===== src/rtl/sync_div_pkg.sv =====
package sync_div_pkg;
    localparam int DEF_RATIO_W = 8;

    // Per-tick decision of the divider core.
    typedef enum logic [1:0] {
        EV_IDLE    = 2'd0,
        EV_COUNT   = 2'd1,
        EV_WRAP    = 2'd2,
        EV_RESTART = 2'd3
    } tick_ev_e;

    function automatic tick_ev_e classify(input logic tick, input logic restart,
                                          input logic at_zero);
        if (!tick)        return EV_IDLE;
        else if (restart) return EV_RESTART;
        else if (at_zero) return EV_WRAP;
        else              return EV_COUNT;
    endfunction
endpackage


===== src/rtl/sync_div_sync.sv =====
module sync_div_sync #(
    parameter int STAGES = 2
) (
    input  logic clk,
    input  logic rst,
    input  logic d_async,
    output logic q_sync
);
    logic [STAGES-1:0] chain_q;

    generate
        for (genvar i = 0; i < STAGES; i++) begin : g_stage
            always_ff @(posedge clk) begin
                if (rst) chain_q[i] <= 1'b0;
                else if (i == 0) chain_q[i] <= d_async;
                else chain_q[i] <= chain_q[(i == 0) ? 0 : i-1];
            end
        end
    endgenerate

    assign q_sync = chain_q[STAGES-1];
endmodule


===== src/rtl/sync_div_ratio.sv =====
module sync_div_ratio #(
    parameter int RATIO_W = 8
) (
    input  logic               clk,
    input  logic               rst,
    input  logic               wr,
    input  logic [RATIO_W-1:0] wdata,
    output logic [RATIO_W-1:0] staged
);
    localparam logic [RATIO_W-1:0] RESET_RATIO = RATIO_W'(1);

    always_ff @(posedge clk) begin
        if (rst) staged <= RESET_RATIO;
        else if (wr && (wdata != '0)) staged <= wdata;
    end

    // a zero write leaves the staged ratio untouched
    a_r5_zero_write_ignored: assert property (@(posedge clk) disable iff (rst)
        (wr && wdata == '0) |=> $stable(staged));
    a_r5_staged_nonzero: assert property (@(posedge clk) disable iff (rst)
        staged != '0);
endmodule


===== src/rtl/sync_div_core.sv =====
module sync_div_core
    import sync_div_pkg::*;
#(
    parameter int RATIO_W = 8
) (
    input  logic               clk,
    input  logic               rst,
    input  logic               tick,
    input  logic               restart_lvl,
    input  logic [RATIO_W-1:0] staged,
    output logic               pulse
);
    localparam logic [RATIO_W-1:0] ONE = RATIO_W'(1);

    logic [RATIO_W-1:0] cnt_q;
    logic [RATIO_W-1:0] active_q;
    logic               armed_q;
    tick_ev_e           ev;

    assign ev = classify(tick, restart_lvl || armed_q, cnt_q == '0);

    always_ff @(posedge clk) begin
        if (rst) begin
            cnt_q    <= '0;
            active_q <= ONE;
            armed_q  <= 1'b0;
            pulse    <= 1'b0;
        end else begin
            pulse <= 1'b0;
            unique case (ev)
                EV_IDLE: begin
                    if (restart_lvl) armed_q <= 1'b1;
                end
                EV_COUNT: begin
                    cnt_q <= cnt_q - ONE;
                end
                EV_WRAP, EV_RESTART: begin
                    cnt_q    <= staged - ONE;
                    active_q <= staged;
                    armed_q  <= 1'b0;
                    pulse    <= 1'b1;
                end
                default: ;
            endcase
        end
    end

    // a pulse only ever follows a reference tick
    a_r2_pulse_after_tick: assert property (@(posedge clk) disable iff (rst)
        pulse |-> $past(tick));
    // the count never reaches the active ratio
    a_r3_count_in_range: assert property (@(posedge clk) disable iff (rst)
        cnt_q < active_q);
    // the ratio in use changes only together with a pulse
    a_r6_switch_on_pulse: assert property (@(posedge clk) disable iff (rst)
        (active_q != $past(active_q)) |-> pulse);
    // a tick seen during a restart always yields a pulse
    a_r7_restart_pulses: assert property (@(posedge clk) disable iff (rst)
        (tick && restart_lvl) |=> pulse);
endmodule


===== src/rtl/sync_pulse_divider.sv =====
module sync_pulse_divider
    import sync_div_pkg::*;
#(
    parameter int RATIO_W     = DEF_RATIO_W,
    parameter int SYNC_STAGES = 2
) (
    input  logic               clk,
    input  logic               rst,
    input  logic               ref_tick,
    input  logic               sync_ctrl,
    input  logic               ratio_wr,
    input  logic [RATIO_W-1:0] ratio_data,
    output logic               sync_pulse
);
    logic               restart_lvl;
    logic [RATIO_W-1:0] staged;

    sync_div_sync #(.STAGES(SYNC_STAGES)) u_sync (
        .clk(clk), .rst(rst), .d_async(sync_ctrl), .q_sync(restart_lvl)
    );

    sync_div_ratio #(.RATIO_W(RATIO_W)) u_ratio (
        .clk(clk), .rst(rst), .wr(ratio_wr), .wdata(ratio_data), .staged(staged)
    );

    sync_div_core #(.RATIO_W(RATIO_W)) u_core (
        .clk(clk), .rst(rst), .tick(ref_tick), .restart_lvl(restart_lvl),
        .staged(staged), .pulse(sync_pulse)
    );

    // output is quiet in the cycle right after reset
    a_r1_quiet_after_reset: assert property (@(posedge clk)
        $past(rst) |-> !sync_pulse);
endmodule


===== config.mk =====
export PLATFORM = sky130hd
export DESIGN_NAME = sync_pulse_divider
export DESIGN_NICKNAME = d
export VERILOG_FILES = /design/src/rtl/sync_div_pkg.sv /design/src/rtl/sync_div_sync.sv /design/src/rtl/sync_div_ratio.sv /design/src/rtl/sync_div_core.sv /design/src/rtl/sync_pulse_divider.sv
export SDC_FILE = /design/constraint.sdc
export NUM_CORES = 1
export LEC_CHECK = 0
export BUFFER_PORTS_ARGS = -buffer_cell sky130_fd_sc_hd__buf_2
export CELL_PAD_IN_SITES_DETAIL_PLACEMENT = 0
export CELL_PAD_IN_SITES_GLOBAL_PLACEMENT = 2
export CORE_UTILIZATION = 28
export CTS_BUF_LIST = sky130_fd_sc_hd__clkbuf_4
export DETAILED_ROUTE_END_ITERATION = 8
export GPL_TIMING_DRIVEN = 0
export PLACE_DENSITY_LB_ADDON = 0.1
export SKIP_CTS_REPAIR_TIMING = 1
export SLEW_MARGIN = 10
export SYNTH_ARGS = -nofsm -noshare
export SYNTH_HDL_FRONTEND = slang
export SYNTH_SLANG_ARGS = --single-unit

===== constraint.sdc =====
create_clock -name clk -period 4.5 [get_ports clk]
set_input_delay 0 -clock clk [delete_from_list [all_inputs] [get_ports clk]]
set_output_delay 0 -clock clk [all_outputs]
set_load 0.02 [all_outputs]

==> impl_metrics.env <==
export IMPL_status="complete, no violations"
export IMPL_fin_skew_ns=0.0107
export IMPL_antenna_cells=0
export IMPL_root_buffer="clkbuf_4"
export IMPL_synthFlopType="dfxtp_1"
export IMPL_cts_sinks=20
export IMPL_ff2ff_setup_slack_ns=2.06
export IMPL_finalSetupViolCount=0
export IMPL_maxCapViolCount=0
export IMPL_worstSkewPairLatency_ns=0.30
export IMPL_antenna_found_initial=0
export IMPL_yosys_warnings=0
export IMPL_cp_required_ns=4.68
export IMPL_grt_start_max_net_pins=11
export IMPL_place_inst=172
export IMPL_grt_pass1_wl_um=3990
export IMPL_dr_total_vias=903
export IMPL_die_w_um=62.2
export IMPL_drt_wl_total_um=2370
export IMPL_period_share_pct=54.2
export IMPL_nFillCells=385
export IMPL_pin_count=14
export IMPL_hold_depth=4
export IMPL_final_hold_violation_count=0
export IMPL_drv_slew=0
export IMPL_cp_end_kind="flip-flop"
export IMPL_hpwl_um=1760
export IMPL_reg2regPathDepth=8
export IMPL_dieArea_um2=3870
export IMPL_core_area_um2=3420
export IMPL_start_util_pct=29.7
export IMPL_std_cell_rows=21
export IMPL_synthTopCellsByArea="dfxtp_1 39%, nand2_1 6.3%, mux2i_1 4.9%, a21oi_1 3.9%, a22oi_2 3.7%"
export IMPL_synth_seq_cells=20
export IMPL_cts_tree="built"
export IMPL_cts_made_buffers=3
export IMPL_clockBufferDepth=2
export IMPL_setup_worst_path_class="flip-flop to flip-flop"
export IMPL_critPathMaxFanout=8
export IMPL_slew_headroom_pct=64.6
export IMPL_overflow=0
export IMPL_async_flop_share_pct=0
export IMPL_nets=154
export IMPL_firstDrtPassIters=4
export IMPL_drive_gt1_share_pct=18.1
export IMPL_worst_pin_slew_ns=0.527
export IMPL_stdcell_area_um2=1250
export IMPL_period_needed_ns=2.44
export IMPL_die_y_um=62.2
export IMPL_leakage_uw=0.000469
export IMPL_finalCoreUtilization_pct=36.5
export IMPL_vias_per_cell=4.91
export IMPL_clkTransAtPathRegs_ns=0.12
export IMPL_min_delay_start="rst"
export IMPL_power_density_nw_per_um2=444
export IMPL_synthTopCellsByCount="20 x dfxtp_1, 17 x nand2_1, 9 x nor2_1, 8 x a21oi_1, 5 x mux2i_1"
export IMPL_critPathLaunchType="flip-flop"
export IMPL_synth_edff_count=0
export IMPL_yosys_area_top_type="dfxtp_1"
export IMPL_synthCells=114
export IMPL_crit_arrival_ns=2.61
export IMPL_rsz0062_at_grt="no"
export IMPL_final_cells=184
export IMPL_peakVddDrop_v=0.000119
export IMPL_cts_max_level=1
export IMPL_drtIter0Drc=40
export IMPL_grtUsageTotal_pct=13.1
export IMPL_antenna_left=0
export IMPL_hold_path_class="input pin to flip-flop"
export IMPL_synth_area_per_cell_um2=8.91
export IMPL_ys_seq_area_share_pct=39.4
export IMPL_fin_setup_tns_ns=0
export IMPL_hold_end="u_core.cnt_q[7]"
export IMPL_yosys_cell_types_count=37
export IMPL_clock_fmax_mhz=410
export IMPL_reg2reg_from="u_core.cnt_q[7]"
export IMPL_post_drt_wl_per_cell_um=12.9
export IMPL_syn_area_um2=1020
export IMPL_r2r_end="u_core.cnt_q[6]"
export IMPL_io_buffers=12
export IMPL_drc=0
export IMPL_placed_area_um2=1130
export IMPL_syn2layout_area_growth_pct=22.7
export IMPL_grt_pass1_vias=771
export IMPL_synth_most_common_cell="dfxtp_1"
export IMPL_synth_nets=128
export IMPL_synth_top_area_share_pct=39.4
export IMPL_whs_ns=0.00738
export IMPL_routabilityCongestion=0.742
routing by layer:
layer / part of all wire, % / vias up / track usage (%)
met3: 4.1 / 2 / 2.76
met2: 46 / 24 / 19.6
li1: - / 475 / -
met4: 0.89 / 0 / 5.23
met5: 0 / - / 0
met1: 49 / 402 / 18.3
worst max path at each step:
stage	cells after the start	to	slack, ns	from
after floorplan	8	u_core.cnt_q[6]	2.34	u_core.cnt_q[7]
after CTS	8	u_core.cnt_q[6]	2.04	u_core.cnt_q[7]
after global routing	8	u_core.cnt_q[6]	1.98	u_core.cnt_q[7]
after global placement	8	u_core.cnt_q[6]	2.06	u_core.cnt_q[7]
after detailed placement	8	u_core.cnt_q[6]	2.06	u_core.cnt_q[7]
final	8	u_core.cnt_q[6]	2.06	u_core.cnt_q[7]
cell families after synthesis:
family          after synthesis  synth area share, %
mux                           5                 4.93
fa+ha+maj                     1                 1.23
compound gates               36                 27.1
flops                        20                 39.4
buf+inv                       5                 1.85
xor+xnor                      4                 3.45
simple gates                 43                 22.0
power by group:
group,total (uW),switching (uW),internal [uW]
logic,240,119,120
clock network,85.6,54.4,31.1
registers,229,26.1,203
final cells by class:
type,instances,area [um2],area share [%]
flip-flops and latches,20,400,32.1
multi-input cells,89,597,47.9
clock buffers,3,22.5,1.81
inverters,1,3.75,0.301
repair buffers,21,150,12.0
plain buffers,4,15.0,1.20
well taps,46,57.6,4.62
metrics by stage:
step                      total power, uW  worst slack [ns]
after global placement                467              2.06
after global routing                  597              1.98
after floorplan                       419              2.34
final                                 554              2.06
after CTS                             554              2.04
after detailed placement              466              2.06
flip-flops by register name (all words and copies together), names as in the netlist:
signal,cells
u_ratio.staged,8
u_core.cnt_q,8
u_core.armed_q,1
u_sync.chain_q,1
u_sync.q_sync,1
u_core.pulse,1
placed cells by master (no fill, tap or decap), drive strengths merged:
master       netlist  layout
nand2             17      17
nor2               9       9
o21a               1       1
dfxtp             20      20
a22oi              7       7
a32oi              1       1
and3               1       1
a31oi              1       1
xor2               1       1
a221oi             1       1
xnor2              3       3
mux2i              5       5
nor2b              4       4
ha                 1       1
nor4               1       1
a221o              1       1
o31a               1       1
o21ai              9       9
nand3              1       1
nand4              1       1
inv                1       1
nand3b             1       1
a22o               1       1
a211oi             2       2
a2111oi            1       1
or4                2       2
nor3               3       3
o31ai              2       2
nand4b             1       1
dlygate4sd3        0       9
or2                2       2
a21oi              8       8
buf                0      12
clkbuf             4       7
worst max-delay path, cell delays in order, from the launching register on:
cell	delay [ns]
dfxtp_1	0.35
or4_4	0.58
o31ai_4	0.47
a22oi_1	0.14
ha_1	0.28
and3_4	0.17
nand3_1	0.08
mux2i_1	0.19
a21oi_1	0.08
Power figures use the tool's default switching activity.
